`src/rtl/fir_pkg.sv`:
```
package fir_pkg;
  typedef enum logic [1:0] {
    ST_IDLE  = 2'd0,
    ST_TAP   = 2'd1,
    ST_MUL   = 2'd2,
    ST_DRAIN = 2'd3
  } fir_state_e;
endpackage

```
`src/rtl/fir_regfile.sv`:
```
module fir_regfile #(
  parameter int unsigned DEPTH = 5,
  parameter int unsigned WIDTH = 16,
  localparam int unsigned AW = (DEPTH > 1) ? $clog2(DEPTH) : 1
) (
  input  logic             clk_i,
  input  logic             rst_ni,
  input  logic             we_i,
  input  logic [AW-1:0]    waddr_i,
  input  logic [WIDTH-1:0] wdata_i,
  input  logic [AW-1:0]    raddr_i,
  output logic [WIDTH-1:0] rdata_o
);
  logic [WIDTH-1:0] mem_q [DEPTH];

  for (genvar i = 0; i < DEPTH; i++) begin : g_row
    always_ff @(posedge clk_i or negedge rst_ni) begin
      if (!rst_ni)                             mem_q[i] <= '0;
      else if (we_i && (waddr_i == AW'(i)))    mem_q[i] <= wdata_i;
    end
  end

  always_comb begin
    rdata_o = '0;
    for (int j = 0; j < DEPTH; j++)
      if (raddr_i == AW'(j)) rdata_o = mem_q[j];
  end
endmodule

```
`src/rtl/fir_ctrl.sv`:
```
module fir_ctrl
  import fir_pkg::*;
#(
  parameter int unsigned NUM_TAPS = 5,
  localparam int unsigned AW = (NUM_TAPS > 1) ? $clog2(NUM_TAPS) : 1
) (
  input  logic          clk_i,
  input  logic          rst_ni,
  input  logic          sample_valid_i,
  output logic          busy_o,
  output logic          accept_o,
  output logic          step_o,
  output logic          first_o,
  output logic          shift_o,
  output logic          mul_o,
  output logic          drain_o,
  output logic [AW-1:0] tap_idx_o
);
  localparam logic [AW-1:0] LAST = AW'(NUM_TAPS - 1);

  fir_state_e state_q;
  logic [AW-1:0] idx_q;

  always_ff @(posedge clk_i or negedge rst_ni) begin
    if (!rst_ni) begin
      state_q <= ST_IDLE;
      idx_q   <= '0;
    end else begin
      unique case (state_q)
        ST_IDLE: if (sample_valid_i) begin
          state_q <= ST_TAP;
          idx_q   <= LAST;
        end
        ST_TAP: begin
          if (idx_q == '0) state_q <= ST_MUL;
          else             idx_q   <= idx_q - AW'(1);
        end
        ST_MUL:   state_q <= ST_DRAIN;
        ST_DRAIN: state_q <= ST_IDLE;
        default:  state_q <= ST_IDLE;
      endcase
    end
  end

  assign busy_o    = (state_q != ST_IDLE);
  assign accept_o  = (state_q == ST_IDLE) && sample_valid_i;
  assign step_o    = (state_q == ST_TAP);
  assign first_o   = step_o && (idx_q == LAST);
  assign shift_o   = step_o && (idx_q != LAST);
  assign mul_o     = (state_q == ST_MUL);
  assign drain_o   = (state_q == ST_DRAIN);
  assign tap_idx_o = idx_q;

  AST_BUSY_ENTRY: assert property (@(posedge clk_i) disable iff (!rst_ni)
    $rose(busy_o) |-> $past(sample_valid_i));
endmodule

```
`src/rtl/fir_mac_dp.sv`:
```
module fir_mac_dp #(
  parameter int unsigned DATA_W     = 16,
  parameter int unsigned GUARD_W    = 3,
  parameter int unsigned FRAC_SHIFT = 15,
  parameter int unsigned OBUF_AW    = 4,
  localparam int unsigned PROD_W = 2 * DATA_W,
  localparam int unsigned ACC_W  = PROD_W + GUARD_W
) (
  input  logic               clk_i,
  input  logic               rst_ni,
  input  logic               step_i,
  input  logic               first_i,
  input  logic               mul_i,
  input  logic               drain_i,
  input  logic [DATA_W-1:0]  x_i,
  input  logic [DATA_W-1:0]  h_i,
  output logic [DATA_W-1:0]  result_o,
  output logic               result_valid_o,
  output logic [OBUF_AW-1:0] result_addr_o
);
  logic signed [DATA_W-1:0] t_q, c_q;
  logic signed [PROD_W-1:0] p_q, prod;
  logic signed [ACC_W-1:0]  acc_q, acc_sum, acc_shr;
  logic [OBUF_AW-1:0]       wptr_q;
  logic                     ovf;
  logic [DATA_W-1:0]        sat_val;

  assign prod    = PROD_W'(t_q) * PROD_W'(c_q);
  assign acc_sum = acc_q + ACC_W'(p_q);
  assign acc_shr = acc_sum >>> FRAC_SHIFT;
  // overflow when the bits above the output sign are not a pure sign extension
  assign ovf     = !(&acc_shr[ACC_W-1:DATA_W-1]) && (|acc_shr[ACC_W-1:DATA_W-1]);
  assign sat_val = !ovf ? acc_shr[DATA_W-1:0] :
                   acc_shr[ACC_W-1] ? {1'b1, {(DATA_W-1){1'b0}}} : {1'b0, {(DATA_W-1){1'b1}}};

  always_ff @(posedge clk_i or negedge rst_ni) begin
    if (!rst_ni) begin
      t_q <= '0;
      c_q <= '0;
      p_q <= '0;
      acc_q <= '0;
    end else if (step_i) begin
      t_q <= x_i;
      c_q <= h_i;
      if (first_i) begin
        p_q   <= '0;
        acc_q <= '0;
      end else begin
        p_q   <= prod;
        acc_q <= acc_sum;
      end
    end else if (mul_i) begin
      p_q   <= prod;
      acc_q <= acc_sum;
    end
  end

  always_ff @(posedge clk_i or negedge rst_ni) begin
    if (!rst_ni) begin
      result_o       <= '0;
      result_valid_o <= 1'b0;
      result_addr_o  <= '0;
      wptr_q         <= '0;
    end else begin
      result_valid_o <= drain_i;
      if (drain_i) begin
        result_o      <= sat_val;
        result_addr_o <= wptr_q;
        wptr_q        <= wptr_q + OBUF_AW'(1);
      end
    end
  end

  AST_VALID_PULSE: assert property (@(posedge clk_i) disable iff (!rst_ni)
    result_valid_o |=> !result_valid_o);
  AST_ADDR_ON_RESULT: assert property (@(posedge clk_i) disable iff (!rst_ni)
    !$stable(result_addr_o) |-> result_valid_o);
  AST_ADDR_STEP: assert property (@(posedge clk_i) disable iff (!rst_ni)
    !$stable(result_addr_o) |-> (result_addr_o == $past(result_addr_o) + 1'b1));
  AST_VALID_AFTER_DRAIN: assert property (@(posedge clk_i) disable iff (!rst_ni)
    drain_i |=> result_valid_o);
endmodule

```
`src/rtl/fir_mac_engine.sv`:
```
module fir_mac_engine #(
  parameter int unsigned NUM_TAPS   = 5,
  parameter int unsigned DATA_W     = 16,
  parameter int unsigned GUARD_W    = 3,
  parameter int unsigned FRAC_SHIFT = 15,
  parameter int unsigned OBUF_AW    = 4
) (
  input  logic                                          clk_i,
  input  logic                                          rst_ni,
  input  logic [DATA_W-1:0]                             sample_i,
  input  logic                                          sample_valid_i,
  input  logic                                          coef_we_i,
  input  logic [((NUM_TAPS > 1) ? $clog2(NUM_TAPS) : 1)-1:0] coef_addr_i,
  input  logic [DATA_W-1:0]                             coef_data_i,
  output logic                                          busy_o,
  output logic [DATA_W-1:0]                             result_o,
  output logic                                          result_valid_o,
  output logic [OBUF_AW-1:0]                            result_addr_o
);
  localparam int unsigned AW = (NUM_TAPS > 1) ? $clog2(NUM_TAPS) : 1;

  logic accept, step, first, shift, mul, drain;
  logic [AW-1:0] tap_idx;
  logic [DATA_W-1:0] x_rd, h_rd, ram_wdata;
  logic [AW-1:0] ram_waddr;
  logic ram_we;

  fir_ctrl #(.NUM_TAPS(NUM_TAPS)) u_ctrl (
    .clk_i, .rst_ni, .sample_valid_i,
    .busy_o, .accept_o(accept), .step_o(step), .first_o(first),
    .shift_o(shift), .mul_o(mul), .drain_o(drain), .tap_idx_o(tap_idx)
  );

  // new sample lands in slot 0; during a tap the read sample moves one slot older
  assign ram_we    = accept || shift;
  assign ram_waddr = accept ? '0 : tap_idx + AW'(1);
  assign ram_wdata = accept ? sample_i : x_rd;

  fir_regfile #(.DEPTH(NUM_TAPS), .WIDTH(DATA_W)) u_samples (
    .clk_i, .rst_ni, .we_i(ram_we), .waddr_i(ram_waddr), .wdata_i(ram_wdata),
    .raddr_i(tap_idx), .rdata_o(x_rd)
  );

  fir_regfile #(.DEPTH(NUM_TAPS), .WIDTH(DATA_W)) u_coefs (
    .clk_i, .rst_ni, .we_i(coef_we_i), .waddr_i(coef_addr_i), .wdata_i(coef_data_i),
    .raddr_i(tap_idx), .rdata_o(h_rd)
  );

  fir_mac_dp #(
    .DATA_W(DATA_W), .GUARD_W(GUARD_W), .FRAC_SHIFT(FRAC_SHIFT), .OBUF_AW(OBUF_AW)
  ) u_dp (
    .clk_i, .rst_ni, .step_i(step), .first_i(first), .mul_i(mul), .drain_i(drain),
    .x_i(x_rd), .h_i(h_rd), .result_o, .result_valid_o, .result_addr_o
  );

  AST_RESULT_AFTER_BUSY: assert property (@(posedge clk_i) disable iff (!rst_ni)
    result_valid_o |-> (!busy_o && $past(busy_o)));
endmodule

```
`config.mk`:
```
export PLATFORM = sky130hd
export DESIGN_NAME = fir_mac_engine
export DESIGN_NICKNAME = d
export VERILOG_FILES = /design/src/rtl/fir_pkg.sv /design/src/rtl/fir_regfile.sv /design/src/rtl/fir_ctrl.sv /design/src/rtl/fir_mac_dp.sv /design/src/rtl/fir_mac_engine.sv
export SDC_FILE = /design/constraint.sdc
export NUM_CORES = 1
export LEC_CHECK = 0
export BUFFER_PORTS_ARGS = -buffer_cell sky130_fd_sc_hd__buf_2
export CORE_MARGIN = 3
export CORE_UTILIZATION = 65
export DETAILED_ROUTE_END_ITERATION = 10
export PLACE_DENSITY = 0.82
export SETUP_SLACK_MARGIN = 0.3
export SYNTH_ARGS = -nofsm -noshare
export SYNTH_HDL_FRONTEND = slang
export SYNTH_SLANG_ARGS = --single-unit
export TNS_END_PERCENT = 30
```
`constraint.sdc`:
```
create_clock -name clk_i -period 7.7 [get_ports clk_i]
set_clock_uncertainty 0.15 [all_clocks]
set_input_delay 0.77 -clock clk_i [delete_from_list [all_inputs] [get_ports clk_i]]
set_output_delay 0.77 -clock clk_i [all_outputs]
set_load 0.01 [all_outputs]
```
==> results of run 1 <==
-- sequential cells by signal (all words and copies together) (netlist names) --
register             flops
u_coefs.mem_q           80
u_ctrl.tap_idx_o         3
u_dp.c_q                16
u_dp.p_q                32
u_dp.wptr_q              4
u_dp.t_q                16
u_samples.mem_q         80
u_dp.result_addr_o       4
u_dp.result_valid_o      1
u_ctrl.state_q           2
u_dp.result_o           16
u_dp.acc_q              35
-- placed cells by master, fill, tap and decap left out, types with 11 or more instances in the layout --
cell type,n
nor2_1,117
ha_1,126
buf_4,19
nor3_1,15
xor2_1,19
a22o_1,50
o211ai_1,22
a21o_1,28
mux2i_1,17
fa_1,263
inv_1,338
clkbuf_16,30
nand2_1,248
o311ai_0,32
a221oi_1,35
nand3_1,13
nand2b_1,11
xnor2_1,44
buf_2,59
a21oi_1,80
o21ai_0,141
dfrtp_1,289
mux2_2,85
and2_1,126
-- Yosys cell counts, types with 4 or more instances --
cell type / n / area share (%)
o21bai_1: 7 / 0.22
and3_1: 9 / 0.24
fa_1: 263 / 22
nand4_1: 8 / 0.21
o2bb2ai_1: 8 / 0.30
inv_1: 339 / 5.4
o211ai_1: 22 / 0.70
xnor2_1: 44 / 1.6
o21ai_1: 4 / 0.085
o21a_1: 9 / 0.29
nor4_1: 4 / 0.11
a21o_1: 28 / 0.89
o21ai_0: 142 / 3.0
mux2i_1: 17 / 0.72
or3_1: 4 / 0.11
mux2_2: 85 / 4.0
a22o_1: 50 / 1.9
a32o_1: 5 / 0.21
nand2b_1: 11 / 0.29
a211o_1: 4 / 0.15
a21oi_1: 81 / 1.7
nand3_1: 13 / 0.28
dfrtp_1: 289 / 31
ha_1: 127 / 6.7
nor2_1: 119 / 1.9
nand2_1: 250 / 4.0
o311ai_0: 32 / 1.2
xor2_1: 19 / 0.70
a211oi_1: 10 / 0.32
nor2b_1: 7 / 0.19
clkbuf_1: 113 / 1.8
or2_2: 4 / 0.11
o22ai_2: 10 / 0.53
a221oi_1: 35 / 1.3
a31oi_1: 8 / 0.21
and2_1: 126 / 3.3
nor3_1: 17 / 0.36
-- kinds of logic (layout without fill, tap and decap cells) --
group | Yosys count | count (layout) | share of synthesized area [%]
AND/OR/NAND/NOR | 587 | 587 | 11.6
AO/OA/AOI/OAI | 491 | 491 | 14.4
buffers and inverters | 460 | 470 | 7.41
adder cells (fa/ha/maj) | 390 | 390 | 29.0
flip-flops | 289 | 289 | 30.6
multiplexers | 102 | 102 | 4.77
XOR/XNOR | 63 | 63 | 2.33
other | 0 | 1 | 0
-- stage by stage --
step | utilization (%) | std cells | setup WS [ns] | hold slack [ns]
after CTS | 70.6 | 2853 | 0.758 | 0.129
after floorplan | - | 2382 | 1.31 | 0.290
after detailed placement | 67.9 | 2801 | 0.922 | 0.312
after global placement | 67.9 | 2801 | 1.06 | 0.305
after global routing | 70.6 | 2853 | 0.348 | 0.169
final | 70.6 | 2854 | 0.682 | 0.0859
-- worst max path at each step --
stage / endpoint / slack (ns) / depth (start not counted)
2_1_floorplan: u_dp.p_q[31]$_DFFE_PN0P_ / 1.31 / 25
3_3_place_gp: u_dp.p_q[31]$_DFFE_PN0P_ / 1.06 / 23
3_5_place_dp: u_dp.p_q[31]$_DFFE_PN0P_ / 0.92 / 19
4_1_cts: u_dp.p_q[31]$_DFFE_PN0P_ / 0.76 / 19
5_1_grt: u_dp.p_q[31]$_DFFE_PN0P_ / 0.35 / 19
6_report: u_dp.p_q[31]$_DFFE_PN0P_ / 0.68 / 19
-- cell type report --
class	count	area [um^2]
well taps	461	577
fillers	2630	10500
diodes	1	2.50
inverters	339	1270
flip-flops and latches	289	7230
clock buffers	43	860
repair buffers	79	453
multi-input cells	1633	14700
clock inverters	9	103
-- worst max-delay path: stages (launching register included) --
cell      delay (ns)
dfrtp_1         0.69
nand2_1         0.20
inv_1           0.17
fa_1            0.56
fa_1            0.93
fa_1            0.53
fa_1            0.50
fa_1            0.49
inv_1           0.05
fa_1            0.47
inv_1           0.04
ha_1            0.35
a21o_1          0.18
a21o_1          0.17
a221oi_1        0.30
a31oi_1         0.22
o211ai_1        0.26
nand2_1         0.13
or4_1           0.42
nand3_1         0.08
-- per-layer routing --
metal,part of all wire (%),track usage [%],up-vias
li1,-,-,7882
met1,41,38.7,8863
met2,50,51.3,613
met3,5.5,3.71,141
met4,3.9,11.1,0
met5,0,0,-
==> key figures, run 1 <==
Finish
  • Net count reported at finish: 2801
  • Share of cells above drive strength 1: 10.3%
  • Final instance area: 0.0252 mm^2
  • Area growth syn-to-layout: 6.71%

Floorplanning
  • FP Rows: 69
  • Die area: 0.0387 mm^2
  • Starting Density: 66.2%
  • Die height: 197 um
  • Core area: 0.0357 mm^2
  • # IOs: 61
  • Die width: 197 um

STA
  • Final setup vio count: 0
  • Fmax: 142 MHz
  • Post-route minimum period: 7.02 ns
  • Fin Setup TNS: 0 ns
  • Final count of hold timing violations: 0
  • RSZ-0062 raised after global routing: no
  • Worst-Margin Slew: 1.08 ns
  • Final period utilization: 91.1%
  • Max-slew violations: 0
  • Normalized max-slew margin: 28.2%

Logic synthesis
  • Register area share after synthesis: 30.6%
  • YS warnings: 0
  • Distinct cells, synth: 72
  • Syn Inst Count: 2382
  • Mapped Area: 0.0237 mm^2
  • Ys async rst share: 100%
  • Number of synthesized flops with an enable pin: 0
  • Synth Net Count: 2811
  • Yosys reg bits: 289
  • Syn avg cell area: 9.93 um^2
  • Ys flop type: dfrtp_1

CTS
  • Clk slew on worst S/H paths: 0.06 ns
  • Post_cts resized: 0
  • Clock buffer depth: 3
  • Post-CTS setup buffers: 0
  • CTS buffer count: 30
  • CTS sink cnt: 289
  • CTS root buf: clkbuf_16
  • Worst skew pair latency: 0.60 ns
  • H-Tree Depth: 1
  • Post-CTS Hold Buffers: 0
  • CTS tree: yes

Global routing
  • First-pass GRT wire length: 92.9 mm
  • Vias in the first global route: 18432
  • Largest net degree at the start of global routing: 105
  • Initial antenna violation count: 1
  • Overall Global Routing Usage: 29.6%
  • Total grt overflow: 0

Detailed routing
  • DRT antenna net count: 0
  • Vias: 17499
  • Initial DRT Pass Iterations: 6
  • Final wirelength: 55.5 mm
  • DRT iter0 DRCs: 1083
  • Drt drc: 0
  • Wire per inst: 19.5 um
  • Vias/cell: 6.13

Setup path
  • Reg2reg start: u_dp.t_q[15]$_DFFE_PN0P_
  • Critical Path End Type: register
  • WP data required: 8.05 ns
  • Crit start category: register
  • Crit path launch: u_dp.t_q[15]$_DFFE_PN0P_
  • Crit Path Max Fanout: 17
  • R2R cell count: 19
  • Worst EP arrival: 7.37 ns
  • Crit Path Class: reg2reg
  • Setup slack, reg-to-reg: 0.68 ns
  • Reg2reg end: u_dp.p_q[31]$_DFFE_PN0P_

Hold path
  • Hold Path Class: in2async

Flow run
  • Max Cap Viol: 0

Placed design
  • Detailed Place HPWL: 40.3 mm
  • Cell area after placement: 0.0243 mm^2
  • Gpl congestion: 0.908
  • Buffers on Ports: 60

Status
  • Status: finished, final reports clean
Power of run 1 is not shown: default switching activity piles up to over one toggle a cycle in this logic, so the estimate is an artifact.
==> run 2: changes to the inputs <==
--- a/config.mk
+++ b/config.mk
@@ -9,7 +9,7 @@
 export CORE_MARGIN = 3
 export CORE_UTILIZATION = 65
 export DETAILED_ROUTE_END_ITERATION = 10
-export PLACE_DENSITY = 0.82
+export PLACE_DENSITY_LB_ADDON = 0.08
 export SETUP_SLACK_MARGIN = 0.3
 export SYNTH_ARGS = -nofsm -noshare
 export SYNTH_HDL_FRONTEND = slang
==> key figures, run 2 (synthesis results as in run 1) <==
Setup path
  • Critical Path End Type: register
  • Crit Path Class: reg2reg
  • Crit start category: register
  • Worst EP arrival: 7.22 ns (-0.15 ns)
  • Crit Path Max Fanout: 17 (unchanged)
  • WP data required: 7.97 ns (-0.08 ns)

Placed design
  • Gpl congestion: 0.893 (-1.6%)
  • Detailed Place HPWL: 39.9 mm (-0.81%)
  • Pre-CTS setup slack: 0.855 ns (-0.0670 ns)
  • Buffers on Ports: 60 (unchanged)

Detailed routing
  • Initial DRT Pass Iterations: 5 (-1)
  • Final wirelength: 55.3 mm (-0.31%)
  • Wire per inst: 19.4 um (-0.52%)
  • DRT antenna net count: 0 (unchanged)
  • Vias: 17332 (-0.95%)
  • Drt drc: 0 (unchanged)
  • Vias/cell: 6.06 (-1.2%)
  • DRT iter0 DRCs: 1184 (+9.3%)

CTS
  • H-Tree Depth: 2 (+1)
  • Worst skew pair latency: 0.56 ns (-0.04 ns)
  • CTS sink cnt: 289 (unchanged)
  • Post-CTS setup buffers: 0 (unchanged)
  • Clock buffer depth: 3 (unchanged)
  • Post_cts resized: 0 (unchanged)
  • Post-CTS Hold Buffers: 0 (unchanged)
  • CTS buffer count: 34 (+13%)
  • Clk slew on worst S/H paths: 0.06 ns (about the same)
  • CTS tree: yes
  • CTS root buf: clkbuf_16

Global routing
  • Overall Global Routing Usage: 29.5% (-0.073 points)
  • Vias in the first global route: 18041 (-2.1%)
  • First-pass GRT wire length: 91.9 mm (-1.1%)
  • Initial antenna violation count: 0 (-1)
  • Largest net degree at the start of global routing: 88 (-16%)
  • Total grt overflow: 0 (unchanged)

Finish
  • Area growth syn-to-layout: 7.27%
  • Most frequent cells in the layout: 338 x inv_1, 289 x dfrtp_1, 263 x fa_1
  • Top Registers: u_coefs.mem_q x80, u_samples.mem_q x80, u_dp.acc_q x35
  • Share of cells above drive strength 1: 10.5% (+0.22 points)
  • Final Core Density: 71.0% (+0.37 points)
  • Number of antenna repair diodes: 0 (-1)
  • Commonest non-fill, non-tap cell in the layout: inv_1
  • Net count reported at finish: 2804 (+0.11%)

Floorplanning
  • Starting Density: 66.2% (unchanged)
  • Die height: 197 um (unchanged)
  • FP Rows: 69 (unchanged)
  • Core area: 0.0357 mm^2 (unchanged)
  • # IOs: 61 (unchanged)
  • Die width: 197 um (unchanged)
  • Die area: 0.0387 mm^2 (unchanged)

STA
  • Worst setup margin: 0.753 ns (+0.0711 ns)
  • RSZ-0062 raised after global routing: no
  • Max-slew violations: 0 (unchanged)
  • Final period utilization: 90.2% (-0.92 points)
  • Fmax: 144 MHz (+1.0%)
  • Worst-Margin Slew: 1.13 ns (+0.0511 ns)
  • Final setup vio count: 0 (unchanged)
  • Fin Setup TNS: 0 ns (unchanged)
  • Final count of hold timing violations: 0 (unchanged)
  • Normalized max-slew margin: 24.8% (-3.4 points)
  • Post-route minimum period: 6.95 ns (-0.0711 ns)

Hold path
  • Hold Path Class: in2async

Flow run
  • Max Cap Viol: 0 (unchanged)

Status
  • Status: finished, final reports clean
==> run 2: path summary, 6_finish.rpt <==
path,slack (ns),end,depth (start not counted),startpoint
hold / removal,0.08,u_dp.acc_q[14]$_DFFE_PN0P_,1,rst_ni
setup reg to reg,0.75,u_dp.p_q[30]$_DFFE_PN0P_,22,u_dp.c_q[7]$_DFFE_PN0P_
min in group clk_i,0.33,u_samples.mem_q[3]$_DFFE_PN0P_,2,u_samples.mem_q[3]$_DFFE_PN0P_
setup / recovery,0.75,u_dp.p_q[30]$_DFFE_PN0P_,22,u_dp.c_q[7]$_DFFE_PN0P_
max in group asynchronous,5.90,u_dp.result_o[10]$_DFFE_PN0P_,2,rst_ni
hold reg to reg,0.33,u_samples.mem_q[3]$_DFFE_PN0P_,2,u_samples.mem_q[3]$_DFFE_PN0P_
==> run 2: worst max-delay path, stage by stage (launching register included) <==
cell and delay [ns]:
dfrtp_1 0.77, nand2_1 0.19, fa_1 0.58, inv_1 0.06, fa_1 0.49, inv_1 0.05, fa_1 0.52, inv_1 0.05
fa_1 0.46, fa_1 0.49, inv_1 0.05, fa_1 0.49, inv_1 0.05, ha_1 0.33, and3_1 0.22, and2_1 0.20
a21oi_1 0.14, o211ai_1 0.10, a21oi_1 0.46, nand4b_1 0.23, a311oi_1 0.12, or3_1 0.33, a32o_1 0.25
==> run 2: final cells by class <==
| type | count | area, um^2 |
|---|---|---|
| Inverter | 339 | 1270 |
| Clock buffer | 47 | 950 |
| Multi-Input combinational cell | 1633 | 14700 |
| Clock inverter | 13 | 149 |
| Fill cell | 2750 | 10400 |
| Tap cell | 461 | 577 |
| Sequential cell | 289 | 7230 |
| Timing Repair Buffer | 78 | 445 |
==> run 2: through the flow <==
stage	std cells	hold slack (ns)	area, um^2
CTS	2860	0.0881	25400
global route	2860	0.115	25400
finish	2860	0.0809	25400
floorplan	2382	0.290	23700
global placement	2800	0.306	24300
detailed placement	2800	0.310	24300
==> run 2: metal layers <==
metal / GRT usage [%] / vias up / share of wire, %
met4: 10.3 / 0 / 3.0
met2: 50.7 / 449 / 51
li1: - / 7871 / -
met3: 4.05 / 105 / 4.6
met1: 39.1 / 8907 / 42
met5: 0 / - / 0
Power of run 2 is left out for the same reason.
